$ cat src/rtl/fcmpPkg.sv
package fcmpPkg;
  localparam int EXP_W  = 11;
  localparam int FRAC_W = 52;

  typedef enum logic [2:0] {
    CLS_ZERO   = 3'd0,
    CLS_FIN    = 3'd1,
    CLS_DENORM = 3'd2,
    CLS_INF    = 3'd3,
    CLS_QNAN   = 3'd4,
    CLS_SNAN   = 3'd5
  } opClass_e;

  typedef enum logic [1:0] {
    PRED_UNORD = 2'd0,
    PRED_EQ    = 2'd1,
    PRED_LT    = 2'd2,
    PRED_LE    = 2'd3
  } pred_e;

  // strobes from control to datapath: which relation feeds the result
  typedef struct packed {
    logic pickUnord;
    logic pickEq;
    logic pickLt;
    logic pickLe;
  } cmpStrobe_t;
endpackage

$ cat src/rtl/fcmpClassify.sv
module fcmpClassify
  import fcmpPkg::*;
#(
  parameter int EXP_W  = fcmpPkg::EXP_W,
  parameter int FRAC_W = fcmpPkg::FRAC_W,
  localparam int WORD_W = 1 + EXP_W + FRAC_W
) (
  input  logic [WORD_W-1:0]        op,
  input  logic                     flushDenorm,
  output opClass_e                 cls,
  output logic                     keySign,
  output logic [EXP_W+FRAC_W-1:0]  keyMag
);
  logic [EXP_W-1:0]  expField;
  logic [FRAC_W-1:0] fracField;
  logic expZero, expOnes, fracZero;

  assign expField  = op[WORD_W-2 -: EXP_W];
  assign fracField = op[FRAC_W-1:0];
  assign expZero   = (expField == '0);
  assign expOnes   = (expField == '1);
  assign fracZero  = (fracField == '0);

  always_comb begin
    if (expZero && fracZero)      cls = CLS_ZERO;
    else if (expZero)             cls = flushDenorm ? CLS_ZERO : CLS_DENORM;
    else if (expOnes && fracZero) cls = CLS_INF;
    else if (expOnes)             cls = fracField[FRAC_W-1] ? CLS_QNAN : CLS_SNAN;
    else                          cls = CLS_FIN;
  end

  // zeros (true or flushed) compare as +0 with null magnitude; a denormal's
  // raw magnitude orders the same way as its normalized form
  assign keySign = (cls == CLS_ZERO) ? 1'b0 : op[WORD_W-1];
  assign keyMag  = (cls == CLS_ZERO) ? '0 : op[WORD_W-2:0];
endmodule

$ cat src/rtl/fcmpControl.sv
module fcmpControl
  import fcmpPkg::*;
(
  input  logic       clk,
  input  logic       rstN,
  input  logic [1:0] predSel,
  input  opClass_e   clsA,
  input  opClass_e   clsB,
  output cmpStrobe_t strobe,
  output logic       invalid
);
  logic anyNan, classInv, orderedPred, invNext;

  always_comb begin
    strobe = '0;
    unique case (pred_e'(predSel))
      PRED_UNORD: strobe.pickUnord = 1'b1;
      PRED_EQ:    strobe.pickEq    = 1'b1;
      PRED_LT:    strobe.pickLt    = 1'b1;
      default:    strobe.pickLe    = 1'b1;
    endcase
  end

  assign anyNan = (clsA == CLS_QNAN) || (clsA == CLS_SNAN) ||
                  (clsB == CLS_QNAN) || (clsB == CLS_SNAN);
  // raised while classifying, whatever the predicate
  assign classInv = (clsA == CLS_SNAN) || (clsB == CLS_SNAN) ||
                    (clsA == CLS_DENORM) || (clsB == CLS_DENORM);
  assign orderedPred = strobe.pickLt || strobe.pickLe;
  assign invNext = classInv || (orderedPred && anyNan);

  always_ff @(posedge clk or negedge rstN) begin
    if (!rstN) invalid <= 1'b0;
    else       invalid <= invNext;
  end
endmodule

$ cat src/rtl/fcmpDatapath.sv
module fcmpDatapath
  import fcmpPkg::*;
#(
  parameter int EXP_W  = fcmpPkg::EXP_W,
  parameter int FRAC_W = fcmpPkg::FRAC_W,
  localparam int WORD_W = 1 + EXP_W + FRAC_W,
  localparam int MAG_W  = EXP_W + FRAC_W
) (
  input  logic              clk,
  input  logic              rstN,
  input  logic [WORD_W-1:0] opA,
  input  logic [WORD_W-1:0] opB,
  input  logic              flushDenorm,
  input  cmpStrobe_t        strobe,
  output opClass_e          clsA,
  output opClass_e          clsB,
  output logic [WORD_W-1:0] result
);
  // 2.0: exponent field equals the bias plus one, i.e. only its top bit set
  localparam logic [WORD_W-1:0] TRUE_WORD = {2'b01, {(WORD_W-2){1'b0}}};

  logic [WORD_W-1:0] opArr   [2];
  opClass_e          clsArr  [2];
  logic              signArr [2];
  logic [MAG_W-1:0]  magArr  [2];

  assign opArr[0] = opA;
  assign opArr[1] = opB;

  for (genvar i = 0; i < 2; i++) begin : g_cls
    fcmpClassify #(.EXP_W(EXP_W), .FRAC_W(FRAC_W)) u_cls (
      .op          (opArr[i]),
      .flushDenorm (flushDenorm),
      .cls         (clsArr[i]),
      .keySign     (signArr[i]),
      .keyMag      (magArr[i])
    );
  end

  assign clsA = clsArr[0];
  assign clsB = clsArr[1];

  logic anyNan, isEq, isLt, magLess, truth;

  assign anyNan  = (clsArr[0] == CLS_QNAN) || (clsArr[0] == CLS_SNAN) ||
                   (clsArr[1] == CLS_QNAN) || (clsArr[1] == CLS_SNAN);
  assign magLess = magArr[0] < magArr[1];
  assign isEq    = (signArr[0] == signArr[1]) && (magArr[0] == magArr[1]);

  always_comb begin
    if (signArr[0] != signArr[1])       isLt = signArr[0];
    else if (magArr[0] == magArr[1])    isLt = 1'b0;
    else                                isLt = signArr[0] ^ magLess;
  end

  assign truth = (strobe.pickUnord && anyNan) ||
                 (!anyNan && ((strobe.pickEq && isEq) ||
                              (strobe.pickLt && isLt) ||
                              (strobe.pickLe && (isLt || isEq))));

  always_ff @(posedge clk or negedge rstN) begin
    if (!rstN) result <= '0;
    else       result <= truth ? TRUE_WORD : '0;
  end
endmodule

$ cat src/rtl/fcmpUnit.sv
module fcmpUnit
  import fcmpPkg::*;
(
  input  logic        clk,
  input  logic        rstN,
  input  logic [63:0] opA,
  input  logic [63:0] opB,
  input  logic [1:0]  predSel,
  input  logic        flushDenorm,
  output logic [63:0] result,
  output logic        invalid
);
  opClass_e   clsA, clsB;
  cmpStrobe_t strobe;

  fcmpControl u_ctl (
    .clk     (clk),
    .rstN    (rstN),
    .predSel (predSel),
    .clsA    (clsA),
    .clsB    (clsB),
    .strobe  (strobe),
    .invalid (invalid)
  );

  fcmpDatapath #(.EXP_W(11), .FRAC_W(52)) u_dp (
    .clk         (clk),
    .rstN        (rstN),
    .opA         (opA),
    .opB         (opB),
    .flushDenorm (flushDenorm),
    .strobe      (strobe),
    .clsA        (clsA),
    .clsB        (clsB),
    .result      (result)
  );
endmodule

$ cat config.mk
export PLATFORM = sky130hd
export DESIGN_NAME = fcmpUnit
export DESIGN_NICKNAME = d
export VERILOG_FILES = /design/src/rtl/fcmpPkg.sv /design/src/rtl/fcmpClassify.sv /design/src/rtl/fcmpControl.sv /design/src/rtl/fcmpDatapath.sv /design/src/rtl/fcmpUnit.sv
export SDC_FILE = /design/constraint.sdc
export NUM_CORES = 1
export LEC_CHECK = 0
export ABC_AREA = 1
export CORE_MARGIN = 5
export CORE_UTILIZATION = 40
export DETAILED_ROUTE_END_ITERATION = 10
export GPL_ROUTABILITY_DRIVEN = 0
export PLACE_DENSITY = 0.77
export SLEW_MARGIN = 10
export SYNTH_ARGS = -nofsm -noshare
export SYNTH_HDL_FRONTEND = slang
export SYNTH_HIERARCHICAL = 1
export SYNTH_SLANG_ARGS = --single-unit
$ cat constraint.sdc
create_clock -name clk -period 0.8 [get_ports clk]
set_input_delay 0.24 -clock clk [delete_from_list [all_inputs] [get_ports clk]]
set_output_delay 0.24 -clock clk [all_outputs]
set_load 0.005 [all_outputs]
After elaboration in Yosys (flattened, before gate mapping)
Index checks and enable logic that the tools add are counted.

cells by class
  bitwise gates (word level) = 1
  equal/unequal tests = 13
  multiplexer cells = 22
  $lt $le $gt $ge = 1
  reduce and logical (&&, ||, !) cells = 32

operators with widths
  cell                    count
  $mux W63                3
  $logic_not A52 Y1       2
  $eq A63 B63 Y1          1
  $lt A63 B63 Y1          1
  $mux W3                 8
  $eq A11 B11 Y1 const B  2
  $logic_not A11 Y1       2
  $eq A3 B3 Y1 const B    4
  $logic_or A1 B1 Y1      12
  $logic_and A1 B1 Y1     11
  $mux W1                 10
  $eq A3 B2 Y1 const B    2
  $logic_not A3 Y1        2
  $reduce_or A3 Y1        1
  $eq A2 B1 Y1 const B    1
  $eq A2 B2 Y1 const B    1
  $logic_not A2 Y1        1
  $mux W2                 1
  $eq A1 B1 Y1            1
  $logic_not A1 Y1        1
  $ne A1 B1 Y1            1
  $xor A1 B1 Y1           1

word-level totals
  flip-flop bits (word level) = 65

Longest topological paths before layout
Gate-level depths: netlist of the first run.

  depth in word-level cells = 17
  gate-level depth with buffers = 26
  mapped depth without buffers = 26

Hierarchy
The synthesis of the first run kept the hierarchy.

modules (own cells, without submodules)
  module        times used  area each (um^2)  seq. area each (um^2)  cells each
  fcmpDatapath  1           2509.9            25.0                   406
  fcmpClassify  2           932.1             0.0                    197
  fcmpControl   1           120.1             25.0                   25

Worst setup path before layout of the first run
No wires, ideal clock.

  path type = input to register
  start point = input opB[60]
  end point = register u_dp.result[62]
  slack = -1.635 ns
  cell stages on the path = 25
  data arrival time = 2.358 ns
  library setup time = 0.077 ns
  required time = 0.723 ns
  path buffers = 1
  cells stage by stage = nor2_1 > nand2_1 > nor3_1 > nand2_1 > nor2_2 > nand2_4 > buf_6 > a21oi_1 > inv_1 > ha_1 > nand2_2 > nor2_1 > nand2_2 > inv_1 > nand2_1 > nand3_2 > nor2_2 > nand2_2 > nand2_2 > nand2_1 > nand2_2 > nand3_2 > nor2_1 > nor2_1 > a21oi_1

RTL lines
  what                    RTL line            source
  start: declaration      fcmpUnit.sv:7       input logic [63:0] opB,
  end signal: assignment  fcmpDatapath.sv:63  else result <= truth ? TRUE_WORD : '0;
  end: declaration        fcmpDatapath.sv:17  output logic [WORD_W-1:0] result

==> metrics.cfg, run 1 <==
[floorplan]
die_w_um=116
die_area_um2=13460
start_util=0.4110
core_um2=10940
rows=38
boundaryPins=198
die_h_um=116

[placement]
numPortBuffers=134
preCtsSetupSlack_ns=-2.647
placed_cell_area_um2=6269
dp_hpwl_um=11300

[routing]
drcViolationCount=0
vias_per_cell=4.742
avgRoutedWirePerCell_um=14.11
firstDrtPassIters=5
drt_wl_total_um=16630
drtIter0Drc=329
vias=5591
ant_nets=0

[sta]
fin_crit_sh=3.548
timing.final.ws_setup_ns=-2.039
fmax_ghz=0.3523
final-setup-viol-count=4
timing.final.crit_period_ns=2.839
whs_ns=0.2079
slew_viol_final=0
rsz0062_at_grt=yes
final-hold-violation-count=0

[outcome]
violations=setup timing
run_status=finished, violations left

[clocking]
cts-root-buf=clkbuf_16
numCtsBuffers=3
postCtsHoldBufs=0
clockBufferDepth=2
clkTransAtPathRegs_ns=0.03
htreeDepth=1
clock_sinks=2
cts_tree=yes

[setup_path]
cp-end-kind=flip-flop
critPathRequiredTime_ns=0.91
slowest_stage=ha_1
cp_max_fo=8
crit_chain=buf_6 -> nor2_1 -> nand2_1 -> nor3_2 -> nand2_2 -> nor2_4 -> nand2_8 -> buf_12 -> a21oi_1 -> inv_1 -> ha_1 -> nand2_2 -> buf_4 -> nor4_2 -> buf_4 -> nand3_1 -> nor2_2 -> inv_1 -> nand3_2 -> nor2_1 -> nor2_1 -> a21oi_1
crit_buf_inv=6
cp.arrival_ns=2.94
slowest_delay_ns=0.34
worst_path_most_repeated_cell=nor2_1
cp_top_family=simple AND/OR/NAND/NOR gates
crit_type=in2reg
critPathLaunchType=input pin

[worst_hold_path]
holdCritPathClass=in2async

[power_and_ir_drop]
finalPower_mw=3.660
power_density_nw_per_um2=508.7
cellLeakagePower_nw=4.454
peakVddDrop_mv=0.6268

[grt]
grt_usage=0.1988
antenna_found_initial=0
grt-ovfl-total=0
grt_pass1_wl_um=22140
grt_max_degree=24
grt_pass1_vias=4974

[logic_synthesis]
syn_inst=825
yosys_warnings=6
netlist_area_um2=4494
syn_area_per_cell_um2=5.448
seq_area_frac_synth=0.01114
ys_types=32
synth.area.top_cells=inv_1 18%, ha_1 18%, a21oi_1 12%
synth_top_area_cell=inv_1
synth_top_area_frac=0.1771
ys_ff_latch=2

[final_layout]
n_fill_cell=895
antenna_cells=0
fin_area_um2=7194
area_growth_pct=60.08
nNetsFinal=1237
final_layout_size_suffix_gt1_frac=0.3359
utilization=0.6579

[job]
maxCapViolCount=0

==> power by group <==
| part | internal [mW] | switching [mW] |
|---|---|---|
| registers | 0.108 | 0.00445 |
| logic | 1.35 | 1.43 |
| clock network | 0.637 | 0.129 |
| total | 2.10 | 1.56 |
==> placed cells by master (no fill, tap or decap), drive strengths merged <==
master / Yosys / routed
nand4: 12 / 12
a21o: 2 / 2
clkbuf: 18 / 63
clkdlybuf4s50: 0 / 5
dfrtp: 2 / 2
dlymetal6s2s: 0 / 49
nand2: 146 / 146
o22ai: 1 / 1
a21oi: 130 / 130
dlygate4sd2: 0 / 5
inv: 221 / 221
nor3: 9 / 9
clkdlybuf4s15: 0 / 15
a31oi: 2 / 2
conb: 1 / 63
buf: 85 / 120
o21ai: 4 / 4
nand3b: 1 / 1
nor2: 106 / 106
ha: 63 / 63
nor4: 4 / 4
o211ai: 1 / 1
nand3: 15 / 15
==> area by class of cell <==
type	instances	area, µm²	share of cell area
repair buffers	254	2424	0.3369
inverters	221	837.1	0.1163
multi-input cells	559	3633	0.5050
clock buffers	3	75.07	0.01043
well taps	140	175.2	0.02435
flip-flops and latches	2	50.05	0.006957
==> per-layer routing <==
layer / GRT usage / vias up / wire length (µm) / share of wire
met4: 0.03326 / 0 / 299 / 0.018
li1: - / 2796 / - / -
met3: 0.02089 / 32 / 1421 / 0.085
met1: 0.2569 / 2488 / 6448 / 0.39
met2: 0.3610 / 275 / 8461 / 0.51
met5: 0 / - / 0 / 0
==> sequential cells by signal, indices dropped and copies added (netlist names) <==
register,count
u_ctl/invalid,1
u_dp/result,1
==> stage by stage <==
stage                     TNS [ns]  cells
after floorplan             -2.309    887
after detailed placement    -4.776   1142
after global placement      -4.752   1142
after global routing        -3.824   1179
final                       -3.428   1179
after CTS                   -3.740   1167
==> path summary, 6_finish.rpt <==
kind	slack, ns	end	cells after the start	startpoint
setup / recovery	-2.04	u_dp/result[62]	22	opB[58]
hold / removal	0.21	u_dp/result[62]	1	rstN
max in group asynchronous	0.44	u_ctl/invalid	1	rstN
min in group clk	0.64	u_ctl/invalid	8	opB[51]
==> cell usage after synthesis <==
library cell   number
o21ai_0             3
nor3_2              2
nand3_2             4
nor4_1              4
ha_1               63
buf_4              63
inv_2               9
o211ai_1            1
nor3_1              7
buf_2              12
inv_1             212
a31oi_1             2
nand3b_1            1
a21oi_2            21
a21oi_1           107
nand3_1            11
nor2_4              1
a21o_1              2
nand2_4             2
dfrtp_1             2
dlygate4sd3_1       2
nor2_1             97
o21ai_1             1
nand2_2            12
nand4_1            12
o22ai_1             1
nand2_1           132
clkbuf_1           18
nor2_2              8
buf_6              10
a21oi_4             2
conb_1              1
==> what timing repair did <==
item | in CTS | in global routing
resized for setup | 123 | 289
gates cloned | 7 | 5
pin swaps | 92 | 177
setup buffers | 16 | 13
endpoints found under the setup margin | 4 | 4
==> kinds of logic (layout without fill, tap and decap cells) <==
family / after synthesis / in the layout / share of synthesized area
adders and majority gates: 63 / 63 / 0.1754
other: 1 / 63 / 0.0008344
DFF: 2 / 2 / 0.01114
and+or+nand+nor: 293 / 293 / 0.2840
AOI/OAI and AO/OA: 140 / 140 / 0.1810
buffers and inverters: 326 / 478 / 0.3477
(Power assumes the default switching activity.)
==> inputs of run 2 (changes only) <==
--- a/config.mk
+++ b/config.mk
@@ -11,7 +11,8 @@
 export DETAILED_ROUTE_END_ITERATION = 10
 export GPL_ROUTABILITY_DRIVEN = 0
 export PLACE_DENSITY = 0.77
-export SLEW_MARGIN = 10
+export SKIP_LAST_GASP = 1
+export SLEW_MARGIN = 40
 export SYNTH_ARGS = -nofsm -noshare
 export SYNTH_HDL_FRONTEND = slang
 export SYNTH_HIERARCHICAL = 1
==> run 2 against run 1 <==
The run still ends with setup timing left; die area unchanged; sequential power about the same; worst setup slack better by 0.0062 ns; critical path depth unchanged; via count down 1.3%; power down 1.2%; utilization down 0.50 points; clock power about the same; hold slack better by 0.00085 ns; critical endpoint unchanged; largest power group unchanged.
==> metrics.cfg, run 2 (synthesis gave the netlist of run 1 again) <==
[placement]
placed_cell_area_um2=6269  ; unchanged
numPortBuffers=134  ; unchanged
dp_hpwl_um=11300  ; unchanged
placedCellCount=1142  ; unchanged

[grt]
grt_usage=0.1988  ; unchanged
grt-ovfl-total=0  ; unchanged
grt_pass1_vias=4972  ; -0.040%
grt_pass1_wl_um=22140  ; unchanged
antenna_found_initial=0  ; unchanged
grt_max_degree=24  ; unchanged

[floorplan]
die_w_um=116  ; unchanged
start_util=0.4110  ; unchanged
rows=38  ; unchanged
boundaryPins=198  ; unchanged
core_um2=10940  ; unchanged
die_h_um=116  ; unchanged
die_area_um2=13460  ; unchanged

[final_layout]
reg_top3=u_ctl/invalid (1), u_dp/result (1)
final_layout_size_suffix_gt1_frac=0.3259  ; -0.009960
fin_cells=1177  ; -0.17%
nNetsFinal=1235  ; -0.16%
layout_common_cells=200 x inv_1, 106 x nand2_1, 93 x a21oi_1
antenna_cells=0  ; unchanged
n_fill_cell=911  ; +1.8%
fin_area_um2=7139  ; -0.77%
final_common_cell=inv_1
area_growth_pct=58.85

[worst_hold_path]
holdCritPathClass=in2async

[sta]
fin_crit_sh=3.541  ; -0.007700
rsz0062_at_grt=yes
timing.final.ws_setup_ns=-2.033  ; +0.006160 ns
fmax_ghz=0.3530  ; +0.22%
timing.final.crit_period_ns=2.833  ; -0.006160 ns
final-hold-violation-count=0  ; unchanged
whs_ns=0.2087  ; +0.0008490 ns
final-setup-viol-count=4  ; unchanged
slew_viol_final=0  ; unchanged

[job]
maxCapViolCount=0  ; unchanged

[setup_path]
crit_buf_inv=6  ; unchanged
crit_type=in2reg
cp.arrival_ns=2.94  ; about the same
slowest_delay_ns=0.34  ; about the same
critPathLaunchType=input pin
cp-end-kind=flip-flop
cp_top_family=simple AND/OR/NAND/NOR gates
crit_chain=buf_6 -> nor2_1 -> nand2_1 -> nor3_2 -> nand2_2 -> nor2_4 -> nand2_8 -> buf_12 -> a21oi_1 -> inv_1 -> ha_1 -> nand2_2 -> buf_4 -> nor4_2 -> buf_4 -> nand3_1 -> nor2_2 -> inv_1 -> nand3_2 -> nor2_1 -> nor2_1 -> a21oi_1
path_depth=22  ; unchanged
critPathRequiredTime_ns=0.91  ; about the same
worst_path_most_repeated_cell=nor2_1
slowest_stage=ha_1
cp_max_fo=8  ; unchanged

[power_and_ir_drop]
peakVddDrop_mv=0.6286  ; +0.28%
power_density_nw_per_um2=506.2  ; -0.48%
cellLeakagePower_nw=4.455  ; about the same
finalPower_mw=3.614  ; -1.2%

[routing]
drcViolationCount=0  ; unchanged
drtIter0Drc=282  ; -14%
firstDrtPassIters=5  ; unchanged
vias_per_cell=4.688  ; -1.1%
drt_wl_total_um=16340  ; -1.7%
vias=5518  ; -1.3%
ant_nets=0  ; unchanged
avgRoutedWirePerCell_um=13.88  ; -1.6%

[clocking]
clockBufferDepth=2  ; unchanged
htreeDepth=1  ; unchanged
cts_tree=yes
clkTransAtPathRegs_ns=0.03  ; about the same
clock_sinks=2  ; unchanged
postCtsHoldBufs=0  ; unchanged
cts-root-buf=clkbuf_16
numCtsBuffers=3  ; unchanged

[outcome]
violations=setup timing
run_status=finished, violations left

## run 2: worst max path at each step
stage,startpoint,to,slack (ns)
2_1_floorplan,opB[60],u_dp/result[62],-1.64
3_3_place_gp,opA[23],u_dp/result[62],-2.62
3_5_place_dp,opA[23],u_dp/result[62],-2.65
4_1_cts,opB[54],u_dp/result[62],-2.20
5_1_grt,opB[62],u_dp/result[62],-2.20
6_report,opB[58],u_dp/result[62],-2.03
## run 2: report_power, final
group	switching [mW]	internal, mW
combinational	1.41	1.33
clock	0.128	0.637
sequential	0.00449	0.108
total	1.54	2.08
## run 2: metal layers
layer | GRT usage | vias up | wire length (µm)
met1 | 0.2569 | 2448 | 6460
met4 | 0.03326 | 0 | 337
met3 | 0.02089 | 33 | 1297
met5 | 0 | - | 0
met2 | 0.3610 | 252 | 8244
li1 | - | 2785 | -
## run 2: timing repair
item / 4_1_cts / 5_1_grt
resized for setup: 120 / 282
setup buffers: 16 / 10
pin swaps: 92 / 172
gates cloned: 7 / 5
endpoints found under the setup margin: 4 / 4
## run 2: final cells by class
class	instances	area [µm²]	share of cell area
clock buffers	3	75.07	0.01052
inverters	221	837.1	0.1172
multi-input cells	559	3591	0.5030
repair buffers	252	2411	0.3377
flip-flops and latches	2	50.05	0.007010
well taps	140	175.2	0.02454
## run 2: metrics by stage
| step | TNS [ns] | util | setup WS (ns) |
|---|---|---|---|
| 2_1_floorplan | -2.309 | - | -1.635 |
| 3_3_place_gp | -4.752 | 0.5732 | -2.625 |
| 3_5_place_dp | -4.776 | 0.5732 | -2.647 |
| 4_1_cts | -3.743 | 0.6145 | -2.205 |
| 5_1_grt | -3.728 | 0.6529 | -2.204 |
| 6_report | -3.401 | 0.6529 | -2.033 |
==> inputs of run 3 (changes only) <==
--- a/config.mk
+++ b/config.mk
@@ -9,8 +9,8 @@
 export CORE_MARGIN = 5
 export CORE_UTILIZATION = 40
 export DETAILED_ROUTE_END_ITERATION = 10
+export DONT_BUFFER_PORTS = 1
 export GPL_ROUTABILITY_DRIVEN = 0
-export PLACE_DENSITY = 0.77
 export SKIP_LAST_GASP = 1
 export SLEW_MARGIN = 40
 export SYNTH_ARGS = -nofsm -noshare
==> run 3 against run 2 <==
The run still ends with setup timing left; combinational power shrank 42%; non-clock buffer count shrank 193; final area shrank 30%; sequential share of layout area grew 0.30 points; first-iteration DRC count shrank 55%; largest cell class unchanged; highest routed layer unchanged.
==> metrics.cfg, run 3 (synthesis gave the netlist of run 1 again) <==
[final_layout]
area_growth_pct=10.91
n_fill_cell=1234  ; +35%
seq_area_um2=50.05  ; unchanged
reg_top3=u_ctl/invalid (1), u_dp/result (1)
antenna_cells=0  ; unchanged
multiInputGateArea_um2=3223  ; -10%
nNetsFinal=1042  ; -16%
final_layout_size_suffix_gt1_frac=0.1706  ; -0.1553
layout_common_cells=212 x inv_1, 129 x nand2_1, 106 x a21oi_1
final_common_cell=inv_1

[clocking]
numCtsBuffers=3  ; unchanged
cts_tree=yes
htreeDepth=1  ; unchanged
clockBufferDepth=2  ; unchanged
clock_sinks=2  ; unchanged
cts-root-buf=clkbuf_16
clkTransAtPathRegs_ns=0.03  ; about the same

[placement]
dp_hpwl_um=10710  ; -5.2%
preCtsSetupSlack_ns=-2.096  ; +0.5508 ns
numPortBuffers=0  ; -100%

[floorplan]
boundaryPins=198  ; unchanged
rows=38  ; unchanged
core_um2=10940  ; unchanged
start_util=0.4110  ; unchanged
die_area_um2=13460  ; unchanged
die_h_um=116  ; unchanged
die_w_um=116  ; unchanged

[routing]
firstDrtPassIters=5  ; unchanged
drtIter0Drc=127  ; -55%
avgRoutedWirePerCell_um=12.64  ; -9.0%
vias=4374  ; -21%
vias_per_cell=4.445  ; -5.2%
ant_nets=0  ; unchanged
drt_wl_total_um=12430  ; -24%
drcViolationCount=0  ; unchanged

[setup_path]
crit_chain=nor2_1 -> nand2_1 -> nor2_2 -> nand2_1 -> nor2_2 -> nand2_2 -> nand2_4 -> buf_4 -> buf_12 -> a21oi_1 -> ha_1 -> nand2_2 -> nor2_1 -> o211ai_1 -> nor3_2 -> nand4_1 -> nor2_2 -> inv_1 -> nand3_2 -> nor2_1 -> nor2_1 -> a21oi_1
slowest_delay_ns=0.31  ; -0.03 ns
critPathLaunchType=input pin
cp_top_family=simple AND/OR/NAND/NOR gates
cp.arrival_ns=2.69  ; -0.25 ns
critPathRequiredTime_ns=0.90  ; about the same
slowest_stage=ha_1
cp_max_fo=17  ; +9
cp-end-kind=flip-flop
crit_buf_inv=3  ; -3
worst_path_most_repeated_cell=nor2_1
crit_type=in2reg
path_depth=22  ; unchanged

[sta]
fin_crit_sh=3.233  ; -0.3076
fmax_ghz=0.3866  ; +9.5%
slew_viol_final=0  ; unchanged
rsz0062_at_grt=yes
timing.final.ws_setup_ns=-1.786  ; +0.2461 ns
timing.final.crit_period_ns=2.586  ; -0.2461 ns
final-setup-viol-count=4  ; unchanged
whs_ns=0.2193  ; +0.01058 ns
final-hold-violation-count=0  ; unchanged

[outcome]
violations=setup timing
run_status=finished, violations left

[grt]
grt_pass1_wl_um=19200  ; -13%
antenna_found_initial=0  ; unchanged
grt-ovfl-total=0  ; unchanged
grt_max_degree=25  ; +4.2%
grt_usage=0.1734  ; -0.02544
grt_pass1_vias=4213  ; -15%

[power_and_ir_drop]
cellLeakagePower_nw=3.039  ; -32%
power_density_nw_per_um2=493.7  ; -2.5%
peakVddDrop_mv=0.6874  ; +9.4%

[worst_hold_path]
hold_path_depth=3
holdCritPathClass=in2reg

[job]
maxCapViolCount=0  ; unchanged

==> run 3: cell count changes in the layout (fill, tap and decap cells not counted), moves of 12 or more <==
cell             change
dlymetal6s2s_1      -50
a21oi_1             +13
inv_1               +12
clkbuf_2            -55
nand2_2             -20
clkdlybuf4s15_1     -14
nand2_1             +23
buf_4               -47
==> run 3: what timing repair did <==
| action | CTS | global route |
|---|---|---|
| gates cloned | 1 | 2 |
| gates resized for setup | 10 | 24 |
| setup buffers | 3 | 1 |
| endpoints found under the setup margin | 4 | 4 |
| hold endpoints to repair | 2 | 0 |
| hold buffers | 1 | 0 |
| pin swaps | 4 | 12 |
==> run 3: where the power goes <==
group / leakage (nW) / internal, mW / total [mW] / switching [mW]
combinational: 2.97 / 0.666 / 1.59 / 0.928
sequential: 0.0268 / 0.108 / 0.114 / 0.00684
clock: 0.0370 / 0.636 / 0.753 / 0.117
total: 3.04 / 1.41 / 2.46 / 1.05
==> run 3: stage by stage <==
stage	power [mW]	instance area (µm²)	TNS [ns]	cells	util
finish	2.461	4985	-2.712	984	0.4558
global placement	1.677	4664	-3.199	973	0.4265
floorplan	1.550	4727	-2.309	887	-
global route	2.751	4985	-3.118	984	0.4558
CTS	2.467	4852	-2.831	981	0.4437
detailed placement	1.679	4664	-3.288	973	0.4265
==> run 3: final timing paths <==
| path | from | to | slack (ns) |
|---|---|---|---|
| worst max-delay path | opA[30] | u_dp/result[62] | -1.79 |
| worst min-delay path | predSel[1] | u_dp/result[62] | 0.22 |
| max in group asynchronous | rstN | u_ctl/invalid | 0.36 |
| min in group asynchronous | rstN | u_dp/result[62] | 0.28 |
==> run 3: worst min-delay path: stages <==
cell	delay (ns)
nor2_1	0.02
nor2_1	0.09
a21oi_1	0.05
==> run 3: final cells by class <==
type	instances	area share
flip-flops and latches	2	0.01004
inverters	221	0.1664
repair buffers	59	0.1268
clock buffers	3	0.01506
multi-input cells	559	0.6466
well taps	140	0.03514
==> run 3: per-layer routing <==
metal	up-vias	GRT usage	wire length, µm
met5	-	0	0
met4	0	0.02243	102
met3	8	0.02193	869
met2	138	0.3026	5868
met1	1823	0.2342	5593
li1	2405	-	-
